File: config.mk
export PLATFORM = sky130hd
export DESIGN_NAME = sertx_top
export DESIGN_NICKNAME = d
export VERILOG_FILES = /design/src/rtl/sertx_pkg.sv /design/src/rtl/sertx_fifo.sv /design/src/rtl/sertx_shift.sv /design/src/rtl/sertx_irq.sv /design/src/rtl/sertx_top.sv
export SDC_FILE = /design/constraint.sdc
export NUM_CORES = 1
export LEC_CHECK = 0
export ABC_CLOCK_PERIOD_IN_PS = 3000
export BUFFER_PORTS_ARGS = -buffer_cell sky130_fd_sc_hd__clkbuf_2
export CORE_MARGIN = 5
export CORE_UTILIZATION = 35
export DETAILED_ROUTE_END_ITERATION = 8
export PLACE_DENSITY_LB_ADDON = 0.15
export SLEW_MARGIN = 10
export SYNTH_ARGS = -nofsm -noshare
export SYNTH_HDL_FRONTEND = slang
export SYNTH_SLANG_ARGS = --single-unit
File: constraint.sdc
create_clock -name clk_i -period 3 [get_ports clk_i]
set_input_delay 0 -clock clk_i [delete_from_list [all_inputs] [get_ports clk_i]]
set_output_delay 0 -clock clk_i [all_outputs]
set_load 0.005 [all_outputs]
File: src/rtl/sertx_pkg.sv
package sertx_pkg;
  typedef enum logic [1:0] {
    IRQ_ON_LOAD  = 2'b00,
    IRQ_ON_DONE  = 2'b01,
    IRQ_ON_DRAIN = 2'b10,
    IRQ_NONE     = 2'b11
  } irq_mode_e;
endpackage

File: src/rtl/sertx_fifo.sv
module sertx_fifo #(
  parameter int W     = 8,
  parameter int DEPTH = 4
) (
  input  logic         clk_i,
  input  logic         rst_ni,
  input  logic         push_i,
  input  logic [W-1:0] data_i,
  input  logic         pop_i,
  output logic [W-1:0] data_o,
  output logic         empty_o,
  output logic         full_o
);
  localparam int AW = (DEPTH > 1) ? $clog2(DEPTH) : 1;
  localparam int CW = $clog2(DEPTH + 1);
  localparam logic [AW-1:0] PMAX = AW'(DEPTH - 1);
  localparam logic [CW-1:0] CFULL = CW'(DEPTH);

  logic [W-1:0]  mem_q [DEPTH];
  logic [AW-1:0] rd_q, wr_q;
  logic [CW-1:0] cnt_q;

  function automatic logic [AW-1:0] nxt(input logic [AW-1:0] p);
    return (p == PMAX) ? '0 : p + 1'b1;
  endfunction

  assign empty_o = (cnt_q == '0);
  assign full_o  = (cnt_q == CFULL);
  assign data_o  = mem_q[rd_q];

  always_ff @(posedge clk_i) begin
    if (push_i) mem_q[wr_q] <= data_i;
  end

  always_ff @(posedge clk_i or negedge rst_ni) begin
    if (!rst_ni) begin
      rd_q  <= '0;
      wr_q  <= '0;
      cnt_q <= '0;
    end else begin
      if (push_i) wr_q <= nxt(wr_q);
      if (pop_i)  rd_q <= nxt(rd_q);
      case ({push_i, pop_i})
        2'b10:   cnt_q <= cnt_q + 1'b1;
        2'b01:   cnt_q <= cnt_q - 1'b1;
        default: cnt_q <= cnt_q;
      endcase
    end
  end
endmodule

File: src/rtl/sertx_shift.sv
module sertx_shift #(
  parameter int W   = 8,
  parameter int OVS = 16
) (
  input  logic         clk_i,
  input  logic         rst_ni,
  input  logic         tick_i,
  input  logic         two_stop_i,
  input  logic         load_i,
  input  logic [W-1:0] data_i,
  output logic         txd_o,
  output logic         busy_o,
  output logic         frame_end_o
);
  localparam int TW = (OVS > 1) ? $clog2(OVS) : 1;
  localparam int BW = $clog2(W + 3);
  localparam logic [TW-1:0] TMAX  = TW'(OVS - 1);
  localparam logic [BW-1:0] LAST1 = BW'(W + 1);
  localparam logic [BW-1:0] LAST2 = BW'(W + 2);

  logic          busy_q, stop2_q;
  logic [W:0]    sr_q;
  logic [TW-1:0] tcnt_q;
  logic [BW-1:0] bidx_q;
  logic          bit_end, last_bit;

  assign bit_end     = busy_q & tick_i & (tcnt_q == TMAX);
  assign last_bit    = (bidx_q == (stop2_q ? LAST2 : LAST1));
  assign frame_end_o = bit_end & last_bit;
  assign busy_o      = busy_q;
  assign txd_o       = busy_q ? sr_q[0] : 1'b1;

  always_ff @(posedge clk_i or negedge rst_ni) begin
    if (!rst_ni) begin
      busy_q  <= 1'b0;
      stop2_q <= 1'b0;
      sr_q    <= '1;
      tcnt_q  <= '0;
      bidx_q  <= '0;
    end else if (load_i) begin
      busy_q  <= 1'b1;
      stop2_q <= two_stop_i;
      sr_q    <= {data_i, 1'b0};
      tcnt_q  <= '0;
      bidx_q  <= '0;
    end else if (frame_end_o) begin
      busy_q <= 1'b0;
    end else if (busy_q && tick_i) begin
      tcnt_q <= bit_end ? '0 : tcnt_q + 1'b1;
      if (bit_end) begin
        bidx_q <= bidx_q + 1'b1;
        sr_q   <= {1'b1, sr_q[W:1]}; // ones fill the stop bits
      end
    end
  end
endmodule

File: src/rtl/sertx_irq.sv
module sertx_irq
  import sertx_pkg::*;
(
  input  logic       clk_i,
  input  logic       rst_ni,
  input  logic [1:0] mode_i,
  input  logic       load_i,
  input  logic       buf_empty_i,
  input  logic       sr_empty_i,
  output logic       irq_o
);
  logic ld_q, sr_empty_q;

  always_ff @(posedge clk_i or negedge rst_ni) begin
    if (!rst_ni) begin
      ld_q       <= 1'b0;
      sr_empty_q <= 1'b1;
    end else begin
      ld_q       <= load_i;
      sr_empty_q <= sr_empty_i;
    end
  end

  // completion pulse keys off the flag itself, so it cannot lead it
  always_comb begin
    case (irq_mode_e'(mode_i))
      IRQ_ON_LOAD:  irq_o = ld_q;
      IRQ_ON_DRAIN: irq_o = ld_q & buf_empty_i;
      IRQ_ON_DONE:  irq_o = sr_empty_i & ~sr_empty_q;
      default:      irq_o = 1'b0;
    endcase
  end
endmodule

File: src/rtl/sertx_top.sv
module sertx_top #(
  parameter int W     = 8,
  parameter int DEPTH = 4,
  parameter int OVS   = 16
) (
  input  logic         clk_i,
  input  logic         rst_ni,
  input  logic         baud_tick_i,
  input  logic         two_stop_i,
  input  logic [1:0]   irq_mode_i,
  input  logic         wr_valid_i,
  input  logic [W-1:0] wr_data_i,
  output logic         wr_ready_o,
  output logic         full_o,
  output logic         txd_o,
  output logic         sr_empty_o,
  output logic         irq_o
);
  logic         fifo_empty, fifo_full, fifo_push, fifo_pop;
  logic [W-1:0] fifo_data;
  logic         sr_busy, frame_end;

  assign fifo_push  = wr_valid_i & ~fifo_full;
  assign fifo_pop   = ~fifo_empty & (~sr_busy | frame_end);
  assign wr_ready_o = ~fifo_full;
  assign full_o     = fifo_full;
  assign sr_empty_o = ~sr_busy & fifo_empty;

  sertx_fifo #(.W(W), .DEPTH(DEPTH)) u_fifo (
    .clk_i, .rst_ni,
    .push_i (fifo_push),
    .data_i (wr_data_i),
    .pop_i  (fifo_pop),
    .data_o (fifo_data),
    .empty_o(fifo_empty),
    .full_o (fifo_full)
  );

  sertx_shift #(.W(W), .OVS(OVS)) u_shift (
    .clk_i, .rst_ni,
    .tick_i     (baud_tick_i),
    .two_stop_i (two_stop_i),
    .load_i     (fifo_pop),
    .data_i     (fifo_data),
    .txd_o      (txd_o),
    .busy_o     (sr_busy),
    .frame_end_o(frame_end)
  );

  sertx_irq u_irq (
    .clk_i, .rst_ni,
    .mode_i     (irq_mode_i),
    .load_i     (fifo_pop),
    .buf_empty_i(fifo_empty),
    .sr_empty_i (sr_empty_o),
    .irq_o      (irq_o)
  );
endmodule


## Word level (Yosys, flattened, before mapping)

Memory sizes are Yosys's and may differ from the RTL's.
Cells that the tools add are included.

| word-level totals | value |
|---|---|
| RAM bits | 32 |
| memories kept | 1 |
| bits of input ports | 15 |
| output and inout bits | 5 |
| flip-flop bits (word level) | 28 |
| logic and storage cells | 71 |

| cells by class | value |
|---|---|
| add/subtract/negate cells | 6 |
| muxes and demuxes | 22 |
| reductions and logical operators | 9 |
| bitwise operators | 13 |
| eq/ne operators | 10 |

Memories:

| memory | depth | bits a word | rd ports | clocked after memory_dff | write ports | line | RTL |
|---|---|---|---|---|---|---|---|
| u_fifo.mem_q | 4 | 8 | 1 | 0 | 1 | sertx_fifo.sv:19 | `logic [W-1:0] mem_q [DEPTH];` |

Operators by type and width:

| operator | number |
|---|---|
| 9-bit 2-to-1 mux | 4 |
| 4-bit 2-to-1 mux | 8 |
| 4-bit by 1-bit adder with 4-bit output, second input constant | 2 |
| 1-bit bitwise AND | 8 |
| 2-bit equality test, second input constant | 4 |
| 2-bit nonzero test | 4 |
| 2-bit 2-to-1 mux | 3 |
| 3-bit one-hot mux with 2 select lines | 1 |
| 1-bit 2-to-1 mux | 5 |
| 2-bit by 1-bit adder with 2-bit output, second input constant | 2 |
| 2-bit by 1-bit equality test with 1-bit output, second input constant | 2 |
| 4-bit equality test | 1 |
| 4-bit equality test, second input constant | 1 |
| 1-bit inverter | 4 |
| 3-bit by 1-bit adder with 3-bit output, second input constant | 1 |
| 3-bit equality test, second input constant | 1 |
| 3-bit zero test | 1 |
| 1-bit one-hot mux with 3 select lines | 1 |
| 3-bit AND reduction | 1 |
| 3-bit by 1-bit subtractor with 3-bit output, second input constant | 1 |
| 2-bit zero test | 1 |
| 2-bit by 1-bit != test with 1-bit output, second input constant | 1 |
| 2-bit AND reduction | 1 |
| 1-bit logical AND | 1 |
| 1-bit OR | 1 |

## Logic depth before layout (Yosys ltp)

| depth | value |
|---|---|
| word-level depth | 7 |
| mapped depth | 10 |
| depth with buffers taken out | 10 |

## Hierarchy

From an unflattened synthesis, not the netlist that was laid out.

| unflattened totals | value |
|---|---|
| cell total of the unflattened synthesis | 192 |
| area total of the unflattened synthesis | 2681.3 um^2 |

By module, submodules not included:

| module | cells each | seq. area each (um^2) | times used | area an instance (um^2) |
|---|---|---|---|---|
| sertx_fifo | 80 | 1136.1 | 1 | 1572.8 |
| sertx_shift | 101 | 486.7 | 1 | 997.2 |
| sertx_irq | 6 | 51.3 | 1 | 80.1 |
| sertx_top | 5 | 0.0 | 1 | 31.3 |

## Worst setup path before layout

Ideal clock, no wire load.

| timing | value |
|---|---|
| path kind | reg2reg |
| start | register u_shift.tcnt_q[0] |
| end | register u_fifo.cnt_q[2] |
| cell stages (with the launch flop) | 11 |
| arrival | 2145 ps |
| path buffers | 0 |
| required time | 2873 ps |
| period minus slack after synthesis | 2272 ps |
| setup time | 127 ps |
| setup slack | 728 ps |
| cells stage by stage | dfrtp_1 ha_1 and4_1 o211a_4 o21ai_4 inv_1 ha_1 fa_1 xnor2_1 nor2_1 xor2_1 |

| between the ends | value |
|---|---|
| word-level cells in the longest chain between the ends | 7 |
| elaborated cells on any way between the ends | 9 |
| classes of those cells | eq/ne (3); mux (1); bitwise (4); reduce/logical (1) |

Ends and longest elaborated chain:

| what | line | RTL |
|---|---|---|
| start, declared | sertx_shift.sv:23 | `logic [TW-1:0] tcnt_q;` |
| start signal, assigned | sertx_shift.sv:49 | `tcnt_q <= bit_end ? '0 : tcnt_q + 1'b1;` |
| 4-bit equality test * | sertx_shift.sv:27 | `assign bit_end = busy_q & tick_i & (tcnt_q == TMAX);` |
| 1-bit bitwise AND * | sertx_shift.sv:27 |  |
| 1-bit bitwise AND * | sertx_shift.sv:29 | `assign frame_end_o = bit_end & last_bit;` |
| 1-bit OR * | sertx_top.sv:24 | `assign fifo_pop = ~fifo_empty & (~sr_busy \| frame_end);` |
| 1-bit bitwise AND * | sertx_top.sv:24 |  |
| via fifo_pop | sertx_top.sv:19 | `logic fifo_empty, fifo_full, fifo_push, fifo_pop;` |
| 2-bit by 1-bit equality test with 1-bit output / 2-bit equality test (equally long branches) | sertx_fifo.sv:43 | `case ({push_i, pop_i})` |
| 3-bit one-hot mux with 2 select lines / 2-bit nonzero test (equally long branches) | - |  |
| end signal, assigned | sertx_fifo.sv:44 | `2'b10: cnt_q <= cnt_q + 1'b1;` |
| end signal, assigned | sertx_fifo.sv:45 | `2'b01: cnt_q <= cnt_q - 1'b1;` |
| end signal, assigned | sertx_fifo.sv:46 | `default: cnt_q <= cnt_q;` |
| end, declared | sertx_fifo.sv:21 | `logic [CW-1:0] cnt_q;` |

Mark *: on every way through the listed nets, which the timed path passes. The rest lies on a longest branch.
A chain may end at the register's enable or synchronous reset.

## Final worst setup path

Same ends and word-level chain as after synthesis.

==> flow_summary.ini <==
[status]
status = completed

[synthesis]
postSynthAreaPerCell_um2 = 14.3
syn_area_um2 = 2820
yosys-top-cells-area = edfxtp_1 (34%), dfrtp_1 (16%), dfstp_2 (9.3%), mux4_2 (6.4%), ha_1 (3.6%)
syn_nets = 221
synth.top_cell.area_share = 0.341
synthFlopType = edfxtp_1
yosys_register_bits = 60
synth_top_area_cell = edfxtp_1
yosysWarnings = 0
netlist_instances = 197
ys_seq_area_frac = 0.595
synthTopCellsByCount = edfxtp_1 (32), dfrtp_1 (18), dfstp_2 (10)
yosysMostFrequentCell = edfxtp_1
synth_edf_count = 32
synth_cell_types = 56
ys_async_sr_fraction = 0.467

[clock_network]
post-cts-setup-buffer-count = 0
cts_buffers = 9
cts_resized = 0
cts_tree = built
cts-root-buf = clkbuf_8
clk_latency_ns = 0.34
htree_levels = 3
path_clk_slew_ns = 0.08
cts_num_sinks = 60
clock_path_buffers = 2

[grt]
grt_pass1_vias = 1758
grt_usage = 0.116
grt_pass1_wl_mm = 8.85
grt_max_degree = 29
antenna_found_initial = 0
overflow = 0

[routing]
wire_per_inst_um = 15.6
drc = 0
viasPerCell = 5.04
via_count = 1707
finalWirelength_mm = 5.28
final_antenna_net_count = 0
drtIter0Drc = 51
dr.pass1.iters = 5

[power]
powerDensity_nw_per_um2 = 760
p_comb_frac = 0.220
ir_worst_vdd_v = 0.000342
pwr-share-clk = 0.264
leakage_nw = 1.26
p_sw_frac = 0.316
seqPwrFrac = 0.515
intPower_w = 0.00172
p_sw_w = 0.000792

[finish]
area_growth_pct = 17.2
nNetsFinal = 256
drive_gt1_frac = 0.316
diodes = 0
fillers = 743

[worst_setup_path]
crit_buf_inv = 1
r2r_setup_slack_ns = 0.47
cpMostUsedCell = ha_1
cpPeakStageDelay_ns = 0.42
crit_path_cell_trace = ha_1, and4_1, o211a_4, o21ai_4, inv_1, ha_1, fa_1, xnor2_1, nor2_1, xor2_1
critPathKind = reg -> reg
critPathTopFamily = adder cells
crit-reg2reg-capture = u_fifo.cnt_q[2]
critPathMaxFanout = 11
r2r_start = u_shift.tcnt_q[0]
critPathLaunchType = flop
cp-end-kind = flop
worst_path_max_delay_cell = dfrtp_1
worst_r2r_path_depth = 10
arrival_ns = 2.79
required_ns = 3.27

[min_path]
hold_class = in -> reg
worstHoldPathCells = 3
hp-start = baud_tick_i
min_to = u_shift.tcnt_q[0]

[timing]
finalHoldViolCount = 0
relSlewSlack = 0.526
clock_skew_ns = 0.00836
rsz0062_at_grt = false
min_period_ns = 2.53
fin_crit_sh = 0.843
setup_tns_ns = 0
setup_violations = 0
fmax_mhz = 396
worst-slew-pin-transition_ns = 0.712
hold-worst-slack_ns = 0.118
slew_viol_final = 0

[placement]
gp_congestion = 0.749
io_buffers = 19
dp_hpwl_mm = 3.65

[flow_run]
max_cap_violations = 0

[floorplanning]
die_x_um = 99.7
core_area_um2 = 7770
pin_count = 20
start_util = 0.362
dieHeight_um = 99.7
design.die.area_um2 = 9940
num_rows = 32
sequential cells by signal, summed over array words and instances, names as in the netlist:
| name | count |
|---|---|
| u_shift.stop2_q | 1 |
| u_shift.tcnt_q | 4 |
| u_fifo.mem_q | 32 |
| u_shift.sr_q | 9 |
| u_shift.bidx_q | 4 |
| u_fifo.cnt_q | 3 |
| u_fifo.wr_q | 2 |
| u_irq.sr_empty_q | 1 |
| u_fifo.rd_q | 2 |
| u_irq.ld_q | 1 |
| u_shift.busy_o | 1 |
kinds of logic (layout without fill, tap and decap cells):
family | after synthesis | after routing | synth area share
xor+xnor | 4 | 4 | 0.0124
mux | 16 | 16 | 0.0951
buf+inv | 18 | 58 | 0.0302
simple gates | 38 | 38 | 0.0836
flops | 60 | 60 | 0.595
fa+ha+maj | 9 | 9 | 0.0427
compound gates | 52 | 52 | 0.141
placed cells by master (no fill, tap or decap), types with 9 or more instances in the layout:
cell type / netlist / routed
dlygate4sd3_1: 0 / 10
a21oi_1: 9 / 9
clkbuf_2: 1 / 19
clkbuf_8: 0 / 9
edfxtp_1: 32 / 32
dfrtp_1: 18 / 18
o211ai_1: 9 / 9
dfstp_2: 10 / 10
power by group through the flow:
stage / clock network (W) / registers [W] / logic (W)
2_1_floorplan: 0 / 0.00127 / 0.000418
3_3_place_gp: 0 / 0.00131 / 0.000548
3_5_place_dp: 0 / 0.00131 / 0.000556
4_1_cts: 0.000691 / 0.00129 / 0.000567
5_1_grt: 0.000729 / 0.00132 / 0.000629
6_report: 0.000663 / 0.00129 / 0.000553
per-layer routing:
| layer | GRT usage | vias up | share of wire |
|---|---|---|---|
| li1 | - | 847 | - |
| met1 | 0.153 | 829 | 0.48 |
| met2 | 0.175 | 25 | 0.47 |
| met3 | 0.0386 | 6 | 0.034 |
| met4 | 0.0473 | 0 | 0.011 |
| met5 | 0 | - | 0 |
how the worst max path moves through the flow:
stage / from / to / slack [ns] / cells after the start
global route: u_shift.tcnt_q[0] / u_fifo.cnt_q[2] / 0.32 / 10
detailed placement: u_shift.tcnt_q[0] / u_fifo.cnt_q[2] / 0.49 / 10
global placement: u_shift.tcnt_q[0] / u_fifo.cnt_q[2] / 0.52 / 10
CTS: u_shift.tcnt_q[0] / u_fifo.cnt_q[2] / 0.46 / 10
floorplan: u_shift.tcnt_q[0] / u_fifo.cnt_q[2] / 0.73 / 10
finish: u_shift.tcnt_q[0] / u_fifo.cnt_q[2] / 0.47 / 10
stage by stage:
step | setup slack (ns) | utilization | cells | cell area [um2] | total power, W
floorplan | 0.728 | - | 197 | 2820 | 0.00169
global placement | 0.525 | 0.388 | 313 | 3020 | 0.00186
detailed placement | 0.486 | 0.388 | 313 | 3020 | 0.00186
CTS | 0.456 | 0.425 | 339 | 3300 | 0.00255
global route | 0.319 | 0.425 | 339 | 3300 | 0.00268
finish | 0.472 | 0.425 | 339 | 3300 | 0.00251
tightest hold or removal path, cell delays in order:
cell,delay (ns)
clkbuf_2,0.13
mux2i_1,0.14
a22o_1,0.14
area by class of cell:
| class | instances | area (um2) | share of cell area |
|---|---|---|---|
| clock inverters | 7 | 58.8 | 0.0178 |
| well taps | 102 | 128 | 0.0387 |
| flip-flops and latches | 60 | 1670 | 0.507 |
| multi-input cells | 119 | 1060 | 0.320 |
| inverters | 9 | 33.8 | 0.0102 |
| clock buffers | 9 | 124 | 0.0375 |
| repair buffers | 33 | 225 | 0.0683 |
repair_timing:
action | 4_1_cts | 5_1_grt
hold buffers | 10 | 0
hold endpoints to repair | 51 | 0
endpoints found under the setup margin | 0 | 0
No activity file was read; power rests on OpenSTA's default activity.
